File: src/rtl/usb_ovr_pkg.sv
package usb_ovr_pkg;
  localparam logic [3:0] PID_LAT_ERR = 4'b1111;
  localparam int STS_DMA = 0;
  localparam int STS_TOK = 1;
  localparam int STS_W   = 2;

  typedef struct packed {
    logic       ack;
    logic       nak;
    logic       wb;
    logic [3:0] pid;
    logic       set_dma;
  } verdict_t;
endpackage

File: src/rtl/usb_ovr_bytecnt.sv
module usb_ovr_bytecnt #(
  parameter int MPS_W = 10
) (
  input  logic             clk,
  input  logic             rst_n,
  input  logic             tok_start,
  input  logic             rx_byte_vld,
  input  logic [MPS_W-1:0] max_pkt,
  output logic             mem_wr_en,
  output logic             oversize,
  output logic [MPS_W-1:0] stored_len
);
  localparam int CNT_W = MPS_W + 1;
  localparam logic [CNT_W-1:0] CNT_SAT = {CNT_W{1'b1}};

  logic [CNT_W-1:0] cnt_q, cnt_d;
  logic             cnt_en;
  logic [CNT_W-1:0] limit;

  assign limit      = {1'b0, max_pkt};
  assign mem_wr_en  = rx_byte_vld && (cnt_q < limit);
  assign oversize   = cnt_q > limit;
  assign stored_len = oversize ? max_pkt : cnt_q[MPS_W-1:0];

  always_comb begin
    cnt_en = 1'b0;
    cnt_d  = cnt_q;
    if (tok_start) begin
      cnt_en = 1'b1;
      cnt_d  = '0;
    end else if (rx_byte_vld && (cnt_q != CNT_SAT)) begin
      cnt_en = 1'b1;
      cnt_d  = cnt_q + 1'b1;
    end
  end

  always_ff @(posedge clk or negedge rst_n) begin
    if (!rst_n)      cnt_q <= '0;
    else if (cnt_en) cnt_q <= cnt_d;
  end

  AST_CLIP_LIMIT: assert property (@(posedge clk) disable iff (!rst_n)
    (mem_wr_en && !tok_start) |=> (cnt_q <= limit));
endmodule

File: src/rtl/usb_ovr_decide.sv
module usb_ovr_decide
  import usb_ovr_pkg::*;
(
  input  logic       host_mode,
  input  logic       iso_xfer,
  input  logic       lat_any,
  input  logic       oversize,
  input  logic [3:0] tok_pid,
  output verdict_t   vrd
);
  always_comb begin
    if (lat_any) begin
      vrd.ack     = 1'b0;
      vrd.nak     = !iso_xfer && !host_mode;
      vrd.wb      = host_mode;
      vrd.pid     = PID_LAT_ERR;
      vrd.set_dma = 1'b1;
    end else begin
      vrd.ack     = !iso_xfer;
      vrd.nak     = 1'b0;
      vrd.wb      = 1'b1;
      vrd.pid     = tok_pid;
      vrd.set_dma = oversize;
    end
  end
endmodule

File: src/rtl/usb_ovr_status.sv
module usb_ovr_status
  import usb_ovr_pkg::*;
(
  input  logic             clk,
  input  logic             rst_n,
  input  logic             set_dma,
  input  logic             set_tok,
  input  logic             clr_wr,
  input  logic [STS_W-1:0] clr_data,
  input  logic             err_en_dma,
  input  logic             int_en_err,
  input  logic             int_en_tok,
  output logic             dma_err_sts,
  output logic             tok_dne_sts,
  output logic             irq_dma_err,
  output logic             irq_tok_done
);
  logic [STS_W-1:0] sts_q, sts_d, set_v, clr_v;
  logic             sts_en;

  assign set_v = {set_tok, set_dma};
  assign clr_v = clr_wr ? clr_data : '0;

  always_comb begin
    sts_en = clr_wr || (|set_v);
    sts_d  = (sts_q & ~clr_v) | set_v;
  end

  always_ff @(posedge clk or negedge rst_n) begin
    if (!rst_n)      sts_q <= '0;
    else if (sts_en) sts_q <= sts_d;
  end

  assign dma_err_sts  = sts_q[STS_DMA];
  assign tok_dne_sts  = sts_q[STS_TOK];
  assign irq_dma_err  = dma_err_sts && err_en_dma && int_en_err;
  assign irq_tok_done = tok_dne_sts && int_en_tok;

  AST_SET_WINS: assert property (@(posedge clk) disable iff (!rst_n)
    set_dma |=> dma_err_sts);
  AST_CLR_TOK: assert property (@(posedge clk) disable iff (!rst_n)
    (clr_wr && clr_data[STS_TOK] && !set_tok) |=> !tok_dne_sts);
endmodule

File: src/rtl/usb_ovr_responder.sv
module usb_ovr_responder
  import usb_ovr_pkg::*;
#(
  parameter int MPS_W = 10
) (
  input  logic             clk,
  input  logic             rst_n,
  input  logic             host_mode,
  input  logic             iso_xfer,
  input  logic             tok_start,
  input  logic [3:0]       tok_pid,
  input  logic             tok_end,
  input  logic             rx_byte_vld,
  input  logic             lat_ovr,
  input  logic [MPS_W-1:0] max_pkt,
  input  logic             err_en_dma,
  input  logic             int_en_err,
  input  logic             int_en_tok,
  input  logic             clr_wr,
  input  logic [1:0]       clr_data,
  output logic             mem_wr_en,
  output logic             hs_ack,
  output logic             hs_nak,
  output logic             bd_wr,
  output logic [3:0]       bd_pid,
  output logic [MPS_W-1:0] bd_len,
  output logic             dma_err_sts,
  output logic             tok_dne_sts,
  output logic             irq_dma_err,
  output logic             irq_tok_done
);
  logic [1:0]       rst_sync_q;
  logic             rst_i_n;
  logic             lat_q, lat_d, lat_any;
  logic [3:0]       pid_q;
  logic             oversize;
  logic [MPS_W-1:0] stored_len;
  verdict_t         vrd;
  logic             ack_q, nak_q, wb_q;
  logic [3:0]       bd_pid_q, bd_pid_d;
  logic [MPS_W-1:0] bd_len_q, bd_len_d;

  always_ff @(posedge clk or negedge rst_n) begin
    if (!rst_n) rst_sync_q <= 2'b00;
    else        rst_sync_q <= {rst_sync_q[0], 1'b1};
  end
  assign rst_i_n = rst_sync_q[1];

  usb_ovr_bytecnt #(.MPS_W(MPS_W)) u_cnt (
    .clk        (clk),
    .rst_n      (rst_i_n),
    .tok_start  (tok_start),
    .rx_byte_vld(rx_byte_vld),
    .max_pkt    (max_pkt),
    .mem_wr_en  (mem_wr_en),
    .oversize   (oversize),
    .stored_len (stored_len)
  );

  always_comb begin
    lat_d = lat_q;
    if (tok_start)    lat_d = 1'b0;
    else if (lat_ovr) lat_d = 1'b1;
  end
  assign lat_any = lat_q || lat_ovr;

  always_ff @(posedge clk or negedge rst_i_n) begin
    if (!rst_i_n) begin
      lat_q <= 1'b0;
      pid_q <= '0;
    end else begin
      lat_q <= lat_d;
      if (tok_start) pid_q <= tok_pid;
    end
  end

  usb_ovr_decide u_dec (
    .host_mode(host_mode),
    .iso_xfer (iso_xfer),
    .lat_any  (lat_any),
    .oversize (oversize),
    .tok_pid  (pid_q),
    .vrd      (vrd)
  );

  always_comb begin
    bd_pid_d = bd_pid_q;
    bd_len_d = bd_len_q;
    if (tok_end && vrd.wb) begin
      bd_pid_d = vrd.pid;
      bd_len_d = stored_len;
    end
  end

  always_ff @(posedge clk or negedge rst_i_n) begin
    if (!rst_i_n) begin
      ack_q    <= 1'b0;
      nak_q    <= 1'b0;
      wb_q     <= 1'b0;
      bd_pid_q <= '0;
      bd_len_q <= '0;
    end else begin
      ack_q    <= tok_end && vrd.ack;
      nak_q    <= tok_end && vrd.nak;
      wb_q     <= tok_end && vrd.wb;
      bd_pid_q <= bd_pid_d;
      bd_len_q <= bd_len_d;
    end
  end

  assign hs_ack = ack_q;
  assign hs_nak = nak_q;
  assign bd_wr  = wb_q;
  assign bd_pid = bd_pid_q;
  assign bd_len = bd_len_q;

  usb_ovr_status u_sts (
    .clk         (clk),
    .rst_n       (rst_i_n),
    .set_dma     (tok_end && vrd.set_dma),
    .set_tok     (tok_end && vrd.wb),
    .clr_wr      (clr_wr),
    .clr_data    (clr_data),
    .err_en_dma  (err_en_dma),
    .int_en_err  (int_en_err),
    .int_en_tok  (int_en_tok),
    .dma_err_sts (dma_err_sts),
    .tok_dne_sts (tok_dne_sts),
    .irq_dma_err (irq_dma_err),
    .irq_tok_done(irq_tok_done)
  );

  AST_HS_EXCL: assert property (@(posedge clk) disable iff (!rst_i_n)
    !(hs_ack && hs_nak));
  AST_ISO_QUIET: assert property (@(posedge clk) disable iff (!rst_i_n)
    (tok_end && iso_xfer) |=> (!hs_ack && !hs_nak));
  AST_DEV_LAT_NO_WB: assert property (@(posedge clk) disable iff (!rst_i_n)
    (tok_end && !host_mode && lat_any) |=> !bd_wr);
  AST_LAT_SETS_ERR: assert property (@(posedge clk) disable iff (!rst_i_n)
    (tok_end && lat_any) |=> dma_err_sts);
  AST_LEN_BOUND: assert property (@(posedge clk) disable iff (!rst_i_n)
    bd_wr |-> (bd_len <= max_pkt));
endmodule

File: config.mk
export PLATFORM = sky130hd
export DESIGN_NAME = usb_ovr_responder
export DESIGN_NICKNAME = d
export VERILOG_FILES = /design/src/rtl/usb_ovr_pkg.sv /design/src/rtl/usb_ovr_bytecnt.sv /design/src/rtl/usb_ovr_decide.sv /design/src/rtl/usb_ovr_status.sv /design/src/rtl/usb_ovr_responder.sv
export SDC_FILE = /design/constraint.sdc
export NUM_CORES = 1
export LEC_CHECK = 0
export BUFFER_PORTS_ARGS = -buffer_cell sky130_fd_sc_hd__clkbuf_2
export CAP_MARGIN = 40
export CORE_MARGIN = 4
export CORE_UTILIZATION = 55
export CTS_CLUSTER_SIZE = 20
export DETAILED_ROUTE_END_ITERATION = 8
export PLACE_DENSITY = 0.87
export SETUP_SLACK_MARGIN = 0.05
export SLEW_MARGIN = 15
export SYNTH_ARGS = -nofsm -noshare
export SYNTH_HDL_FRONTEND = slang
export SYNTH_SLANG_ARGS = --single-unit
File: constraint.sdc
create_clock -name clk -period 2.9 [get_ports clk]
set_input_delay 0.435 -clock clk [delete_from_list [all_inputs] [get_ports clk]]
set_output_delay 0.435 -clock clk [all_outputs]
set_load 0.005 [all_outputs]
[Word-level counts from Yosys, hierarchy flattened]
Index checks and enable logic that the tools add are counted.
Storage, ports and cells
  flip-flop bits (word level): 37
Operators by class
  $add $sub $neg: 1
  magnitude comparators: 2
  eq/ne operators: 1
  mux-type cells: 9
  bitwise gates (word level): 3
  reduce and logical (&&, ||, !) cells: 18
Operator list (number)
  $mux W11: 2
  $add A11 B1 Y11 const B: 1
  $gt A11 B10 Y1: 1
  $lt A11 B10 Y1: 1
  $ne A11 B11 Y1 const B: 1
  $logic_and A1 B1 Y1: 10
  $mux W10: 1
  $mux W8: 1
  $mux W1: 4
  $reduce_bool A2 Y1: 2
  $and A2 B2 Y2: 1
  $logic_not A1 Y1: 2
  $logic_or A1 B1 Y1: 2
  $mux W2: 1
  $not A2 Y2: 1
  $or A2 B2 Y2: 1
  $reduce_and A2 Y1: 1
  $reduce_or A2 Y1: 1

[Depth between registers and ports, before layout]
Gate-level depths: netlist of run 1.
  depth in word-level cells: 6
  depth in mapped cells: 8

[Modules after synthesis]
From an unflattened synthesis of run 1, not the netlist that was laid out.
Second synthesis, totals
  cell total of the unflattened synthesis: 172
  area, all modules: 2043.2 µm²
Modules (own cells, without submodules)
  usb_ovr_bytecnt: instances 1, cells an instance 105, area an instance 1011.0 µm², seq. area each 275.3 µm²
  usb_ovr_responder: instances 1, cells an instance 51, area an instance 893.4 µm², seq. area each 600.6 µm²
  usb_ovr_status: instances 1, cells an instance 8, area an instance 85.1 µm², seq. area each 50.0 µm²
  usb_ovr_decide: instances 1, cells an instance 8, area an instance 53.8 µm², seq. area each 0.0 µm²

[Worst setup path before layout of run 1]
OpenSTA, ideal clock, no wires.
  kind: in2out
  start point: in max_pkt[9]
  end point: out mem_wr_en
  arrival: 1.558 ns
  data required time: 2.465 ns
  setup slack: 0.907 ns
  stages: 6
  cells stage by stage: inv_1 ha_1 a211oi_2 and2_1 buf_2 and3_1
On the way
  longest elaborated chain between the ends: 2
RTL lines
  start, declared: RTL line usb_ovr_responder.sv:15  | input logic [MPS_W-1:0] max_pkt,
  $lt A11 B10 Y1: RTL line usb_ovr_bytecnt.sv:21  | assign mem_wr_en = rx_byte_vld && (cnt_q < limit);
  $logic_and A1 B1 Y1: RTL line usb_ovr_bytecnt.sv:21
  end, declared: RTL line usb_ovr_responder.sv:21  | output logic mem_wr_en,
No other way between the ends.

[Worst setup path after layout of run 1]
  start point: reg u_cnt.cnt_q[2]
  end point: out mem_wr_en
On the way
  longest elaborated chain between the ends: 2
RTL lines
  start, declared: RTL line usb_ovr_bytecnt.sv:16  | logic [CNT_W-1:0] cnt_q, cnt_d;
  start signal, assigned: RTL line usb_ovr_bytecnt.sv:39  | else if (cnt_en) cnt_q <= cnt_d;
  $lt A11 B10 Y1: RTL line usb_ovr_bytecnt.sv:21
  $logic_and A1 B1 Y1: RTL line usb_ovr_bytecnt.sv:21
No other way between the ends.

==> results.md, run 1 <==
- The flow ran to the end, and the final reports show no timing, DRC or antenna violations.
- The layout filler cell count is 312.
- The routed wirelength normalized by instance count is 16.2 um.
- The horizontal die dimension is 72.0 um.
- Across every metal layer, demand over resource in global routing totals 0.211.
- The longest clock path from root to sink contains 2 buffers.
- The number of design-rule violations left by the first detailed-router iteration is 290.
- Routability-driven placement finished with a final weighted congestion of 1.03.
- The sequential cells in the finished layout cover a total of 926 um^2.
- The endpoint of the lowest-slack register-to-register path is bd_len[7].
- The cell count after synthesis is 227.
- The number of gates resized after cts is 0.
- The leakage power summed over all cells is 1.21 nW.
- The number of hold violations in the final report is 0.
- The setup slack of the most critical reg-to-reg path is 0.77 ns.
- Detailed routing inserted a total of 2074 vias.
- The worst setup path is of the flop to output port kind.
- The required time at the endpoint of the critical path is 2.47 ns.
- The data arrival time of the critical path is 2.05 ns.
- The area growth from synthesis to layout is 16.7%.
- Along the worst path, the maximum fanout reaches 9.
- The antenna diode count is 0.
- The least setup slack across all paths after layout is 0.413 ns.
- The initial utilization of the core area, before any placement, comes to 0.568.
- The post-detailed-route DRC marker count is 0.
- The floorplan has 23 rows.
- The die covers 5190 um^2.
- After clock tree synthesis, the clock-pin slew on the worst setup and hold paths is 0.08 ns.
- The number of clock buffers added by TritonCTS is 5.
- The hold slack is 0.220 ns.
- Of the available clock period, the critical path in the final layout requires 0.858.
- The synthesized design spends more area on one cell type than any other, namely sky130_fd_sc_hd__dfrtp_1.
- For this run, the number of standard cells in the final layout without fillers is 326.
- The core region is 3970 um^2.
- The total power consumption of the routed design is 1.22 mW.
- Input and output buffers added on the ports amount to 49.
- The register area share after synthesis is 0.411.
- The cell at the slowest stage of the critical path is sky130_fd_sc_hd__dfrtp_1.
- Adding up every negative setup slack in the final design gives 0 ns.
- Setup violations remaining at the end of the flow were counted as 0.
- The instance count after placement with tap cells included is 317.
- The final layout contains 314 nets.
- Setup repair after global routing left no endpoint under its margin.
- Of the cells placed in the final design, the portion with a size suffix greater than 1 is 0.293.
- Sorting the synthesized cells by area gives the leading types as sky130_fd_sc_hd__dfrtp_1 (41%), sky130_fd_sc_hd__ha_1 (6.1%), sky130_fd_sc_hd__a41oi_1 (4.7%).
- The final core utilization is 0.663.
- The global-route wire length before repair is 8730 um.
- STA classifies the critical path endpoint as an output port.
- The synthesized design contains 37 register bits.
- The largest net degree at the start of global routing is 22.
- The top cell types in the final layout, fill and taps aside, are sky130_fd_sc_hd__clkbuf_2 (49), sky130_fd_sc_hd__dfrtp_1 (37), sky130_fd_sc_hd__nor2_1 (24).
- Before CTS, the worst setup slack after placement is 0.648 ns.
- IR analysis of the VDD net gives a maximum drop of 0.000352 V.
- The HPWL after detailed placement is 3880 um.
- The detail-routed via count per cell is 6.36.
- The post-synthesis area per instance is 9.93 um^2.
- The final setup skew is 0.00655 ns.
- The clock root buffer is sky130_fd_sc_hd__clkbuf_8.
- The maximum cell stage delay along the critical path is 0.48 ns.
- After routing the design area is 2630 um^2.
- Headroom to the max-slew limit came out at 0.500.
- The wire length reported by the detailed router is 5290 um.
- The number of H-tree levels is 2.
- Global routing finished with a remaining overflow of 0.
- The critical path goes through ha_1, and3b_1, o21a_1, o21ai_0, and3_1, clkbuf_2.
- The leading cell type in the layout, fill and taps excluded is sky130_fd_sc_hd__clkbuf_2.
- Dividing total power by cell area gives a power density of 463 nW/um^2.
- After synthesis the cells add up to 2250 um^2.
- The total of max-cap violations is 0.
- The total number of yosys warnings is 0.
- In the final layout, the multi-input gates occupy 1180 um^2.
- Synthesis instantiated 52 different standard cells from the library.
- The transition time at the pin with the least slew margin is 0.744 ns.
- TritonCTS built the clock tree.
- The path type of the worst min-delay path is flop to asynchronous set/reset pin.
- The startpoint kind of the worst setup timing path is a flop.
- The number of antenna violations at the first check in global routing is 0.
- The I/O pin count is 50.
- The post-detailed-route count of antenna-violating nets is 0.
- The via count of the first global-routing pass is 1918.
- The worst path needs 2.49 ns of the cycle, external delays included.
- The share of synthesized area in the top cell type comes to 0.411.
- The final number of max-transition violations is 0.
- The detailed-routing iteration count for the pre-antenna-repair pass is 5.
- For the worst-skew pair, the clock arrives at the later sink with an insertion delay of 0.29 ns.
- The count of cells along the worst register-to-register path is 5.
- Measured along the y axis, the die boundary spans 72.0 um.
- Synthesis produced a netlist with a net count of 266.
- For this run, the top clock speed supported by timing is 402 MHz.
- In this run the critical register-to-register path is launched from u_cnt.cnt_q[2].
- The placed standard-cell area is 2510 um^2.
- The clock drives 37 sinks.
cell type report:
| cell class | count | share of cell area |
|---|---|---|
| sequential | 37 | 0.352 |
| clock inverter | 2 | 0.0147 |
| timing repair buffer | 56 | 0.117 |
| inverter | 12 | 0.0171 |
| multi-input combinational | 163 | 0.448 |
| tap | 50 | 0.0238 |
| clock buffer | 6 | 0.0276 |
routing by layer:
| layer | vias to the layer above | part of all wire | GRT usage |
|---|---|---|---|
| met5 | - | 0 | 0 |
| li1 | 959 | - | - |
| met4 | 0 | 0.022 | 0.0731 |
| met2 | 122 | 0.49 | 0.366 |
| met1 | 976 | 0.40 | 0.262 |
| met3 | 17 | 0.085 | 0.0388 |
synth_stat cells (all sizes together):
library cell,instances
nand2,7
nor2b,2
o21ai,14
o211ai,10
a41oi,13
o22a,4
a311oi,1
and2,3
buf,10
a21oi,6
a21o,1
nor2,24
nand4,14
clkbuf,5
a21boi,1
or2b,1
a31oi,11
inv,12
and3b,1
and2b,1
mux2i,1
nor4b,1
xnor2,4
conb,1
and3,7
and4b,1
and4,4
a211oi,1
a31o,2
nor3,1
nand3,3
mux2,7
o21a,2
nand4b,1
nand2b,1
ha,11
a2111oi,1
dfrtp,37
worst max-delay path, delay by kind of cell (launching register included):
kind            cells  cell delay (ns)
compound gates      2             0.41
simple gates        2             0.41
fa+ha+maj           1             0.35
buf+inv             1             0.11
flops               1             0.48
power by group:
part,internal [mW],switching (mW)
combinational,0.0895,0.0942
sequential,0.558,0.0280
clock,0.258,0.191
total,0.905,0.313
logic make-up after synthesis:
| kind of cell | Yosys count | synth area share |
|---|---|---|
| xor+xnor | 4 | 0.0155 |
| compound gates | 67 | 0.221 |
| simple gates | 72 | 0.182 |
| mux | 8 | 0.0411 |
| buf+inv | 27 | 0.0666 |
| fa+ha+maj | 11 | 0.0610 |
| other cells | 1 | 0.00166 |
| flops | 37 | 0.411 |
worst max-delay path by stage:
stage,start,to,slack [ns],depth (start not counted)
final,u_cnt.cnt_q[2],mem_wr_en,0.41,6
after global routing,u_cnt.cnt_q[2],mem_wr_en,0.30,6
after CTS,u_cnt.cnt_q[2],mem_wr_en,0.43,6
after detailed placement,max_pkt[6],mem_wr_en,0.65,8
after global placement,max_pkt[6],mem_wr_en,0.67,8
after floorplan,max_pkt[9],mem_wr_en,0.91,6
registers in the layout, summed over array words and instances, names as in the netlist:
signal,cells
u_sts.sts_q,2
bd_wr,1
hs_nak,1
rst_sync_q,2
lat_q,1
u_cnt.cnt_q,11
pid_q,4
hs_ack,1
bd_pid,4
bd_len,10
timing repair:
item / CTS / global route
endpoints found under the hold margin: 2 / 0
setup endpoints to repair: 0 / 0
buffers inserted: 0 / 0
hold buffers: 1 / 0
(Power assumes the default switching activity.)
==> inputs of run 2 (changes only) <==
--- a/config.mk
+++ b/config.mk
@@ -11,7 +11,7 @@
 export CORE_UTILIZATION = 55
 export CTS_CLUSTER_SIZE = 20
 export DETAILED_ROUTE_END_ITERATION = 8
-export PLACE_DENSITY = 0.87
+export PLACE_DENSITY_LB_ADDON = 0.12
 export SETUP_SLACK_MARGIN = 0.05
 export SLEW_MARGIN = 15
 export SYNTH_ARGS = -nofsm -noshare
==> constraint.sdc (replaced) <==
create_clock -name clk -period 2.9 [get_ports clk]
set_input_delay 0.58 -clock clk [delete_from_list [all_inputs] [get_ports clk]]
set_output_delay 0.58 -clock clk [all_outputs]
set_load 0.005 [all_outputs]
==> results.md, run 2 (synthesis gave the netlist of run 1 again) <==
- The data arrival time of the critical path is 2.08 ns.
- Ranked by flip-flop count, first place goes to u_cnt.cnt_q.
- The sum of negative setup slack is 0 ns.
- The headroom to the max-slew limit is 0.525.
- Leaving out fill and tap cells, the most frequent cells in the layout are sky130_fd_sc_hd__clkbuf_2 (49), sky130_fd_sc_hd__dfrtp_1 (37), sky130_fd_sc_hd__nor2_1 (24).
- The final-report setup violation count is 0.
- Clock skew on the completed layout was measured at 0.00479 ns.
- The run finished with clean final reports.
- The post-detailed-route count of antenna-violating nets is 0.
- The number of hold buffers added after CTS is 0.
- For this run, design rule violations remaining after detail routing come to 0.
- The detailed router finished its first iteration with 182 violations.
- Setup slack closes at 0.241 ns.
- The routed design could run at a clock period as short as 2.66 ns.
- TritonCTS built the clock tree.
- The leakage power summed over all cells is 1.22 nW.
- The worst reg2reg path startpoint is u_cnt.cnt_q[9].
- The number of antenna violations at the first check in global routing is 0.
- The pre-antenna-repair detailed-routing pass consisted of 4 iterations.
- The clock passes through at most 2 buffers.
- The endpoint identified for the worst register-to-register timing path is bd_len[1].
- Of the cells placed in the final design, the portion with a size suffix greater than 1 is 0.308.
- The critical path goes through ha_1, and4_1, o21a_1, o21ai_0, and3_1, clkbuf_2.
- The die outline height is 72.0 um.
- During placement, the flow inserted port buffers numbering 49.
- Based on the critical path, the design can be clocked at up to 376 MHz.
- Counting cells, the worst reg-to-reg path comes to 5.
- The setup slack of the most critical reg-to-reg path is 0.81 ns.
- The antenna diode count is 0.
- The number of buffers and inverters on the critical path is 1.
- The maximum fanout encountered on the critical timing path is 7.
- Across every metal layer, demand over resource in global routing totals 0.223.
- The wire length reported by the detailed router is 5440 um.
- The area of the placeable core is 3970 um^2.
- The critical path starts at u_cnt.cnt_q[6].
- The area growth from synthesis to layout is 16.5%.
- The sequential cell area in the final layout is 926 um^2.
- The final number of max-transition violations is 0.
- The worst ir drop on vdd is 0.000416 V.
- The HPWL after detailed placement is 4090 um.
- The library cell used most frequently in the layout, excluding fill and tap cells, is sky130_fd_sc_hd__clkbuf_2.
- On the critical path, the stage with the largest delay is an instance of sky130_fd_sc_hd__dfrtp_1.
- The global-route wire length before repair is 9010 um.
- The worst setup slack after placement is 0.320 ns.
- By startpoint and endpoint, the worst setup path is classified as flop to output port.
- The transition time at the pin with the least slew margin is 0.713 ns.
- The clock tree synthesis step divided the H-tree into 2 levels.
- STA classifies the critical path endpoint as an output port.
- For this configuration, the core starts out at a cell density of 0.568.
- Dividing the detail-routed wire length by the instance count gives 16.5 um.
- The total of max-cap violations is 0.
- Across all layers, the routed design uses 2034 vias.
- The final-stage net count is 317.
- The number of hold violations in the final report was 0.
- Global routing finished with a remaining overflow of 0.
- After clock tree synthesis, the repair step resized 0 gates.
- Setup repair after global routing left no endpoint under its margin.
- The largest registers in the layout are u_cnt.cnt_q (11), bd_len (10).
- The number of flip-flops under the largest register name is 11.
- The floorplan has 23 rows.
- The largest net degree at the start of global routing is 22.
- The layout filler cell count is 328.
- The clock root buffer is sky130_fd_sc_hd__clkbuf_8.
- For the worst-skew pair, the clock arrives at the later sink with an insertion delay of 0.30 ns.
- In this design, the stage delay of the slowest critical-path cell is 0.47 ns.
- The detail-routed via count per cell is 6.18.
- The power density over the cells is 437 nW/um^2.
- After routing the design area is 2630 um^2.
- The clock transition time at the flip-flop clock pins of the worst setup and hold paths is 0.08 ns.
- The share of the clock period used by the worst path is 0.917.
- The startpoint kind of the worst setup timing path is a flop.
- The critical path's top delay family is simple AND/OR/NAND/NOR gates.
- Once placement finished, the instance area stood at 2530 um^2.
- Data on the critical path is required at its endpoint by 2.32 ns.
- Once the clock tree was built, the setup fixing pass inserted 0 buffers.
- The horizontal die dimension is 72.0 um.
- The die covers 5190 um^2.
- The path type of the worst min-delay path is primary input to asynchronous set/reset pin.
- The via count of the first global-routing pass is 1935.
- The number of clock sinks is 37.
- The global placement routability congestion is 0.971.
- The multi-input combinational cells in the finished layout cover a total of 1180 um^2.
- The number of buffers created by CTS is 5.
- Pin placement for this block handled 50 I/O pins.
-- run 2: changes by cell type in the layout (fill, tap and decap cells not counted), sizes merged --
cell,change
bufinv,-1
buf,+4
clkbuf,-1
clkinvlp,+1
inv,+1
dlygate4sd3,-1
-- run 2: final cells by class --
class,instances,share of cell area
multi-input combinational,163,0.449
tap,50,0.0238
clock inverter,3,0.00953
inverter,12,0.0172
clock buffer,5,0.0262
timing repair buffer,59,0.122
sequential,37,0.353
-- run 2: through the flow --
step	utilization	instances	hold WS, ns	power, mW
after floorplan	-	227	0.284	0.695
final	0.661	329	0.0461	1.15
after global placement	0.638	321	0.310	0.777
after global routing	0.661	329	0.0375	1.21
after detailed placement	0.638	321	0.326	0.782
after CTS	0.661	329	0.0429	1.16
-- run 2: worst max path at each step --
stage / endpoint / slack (ns) / cells after the start
CTS: mem_wr_en / 0.25 / 6
floorplan: mem_wr_en / 0.62 / 6
detailed placement: mem_wr_en / 0.32 / 8
global route: mem_wr_en / 0.14 / 6
finish: mem_wr_en / 0.24 / 6
global placement: mem_wr_en / 0.36 / 8
-- run 2: worst reg2reg max path, delay by kind of cell, from the launching register on --
kind | cells | cell delay [ns]
adders and majority gates | 1 | 0.42
AOI/OAI and AO/OA | 2 | 0.39
and+or+nand+nor | 2 | 0.68
DFF | 1 | 0.52
-- run 2: power breakdown --
group | internal [mW] | switching (mW) | total, mW | leakage (nW)
Clock | 0.173 | 0.205 | 0.378 | 0.0447
Combinational | 0.0887 | 0.0961 | 0.185 | 0.714
Sequential | 0.557 | 0.0282 | 0.586 | 0.458
-- run 2: routing by layer --
layer	vias up	wire, um	global-route usage
met4	0	72	0.0856
met2	76	2570	0.363
met1	978	2390	0.289
li1	973	-	-
met3	7	401	0.0526
met5	-	0	0
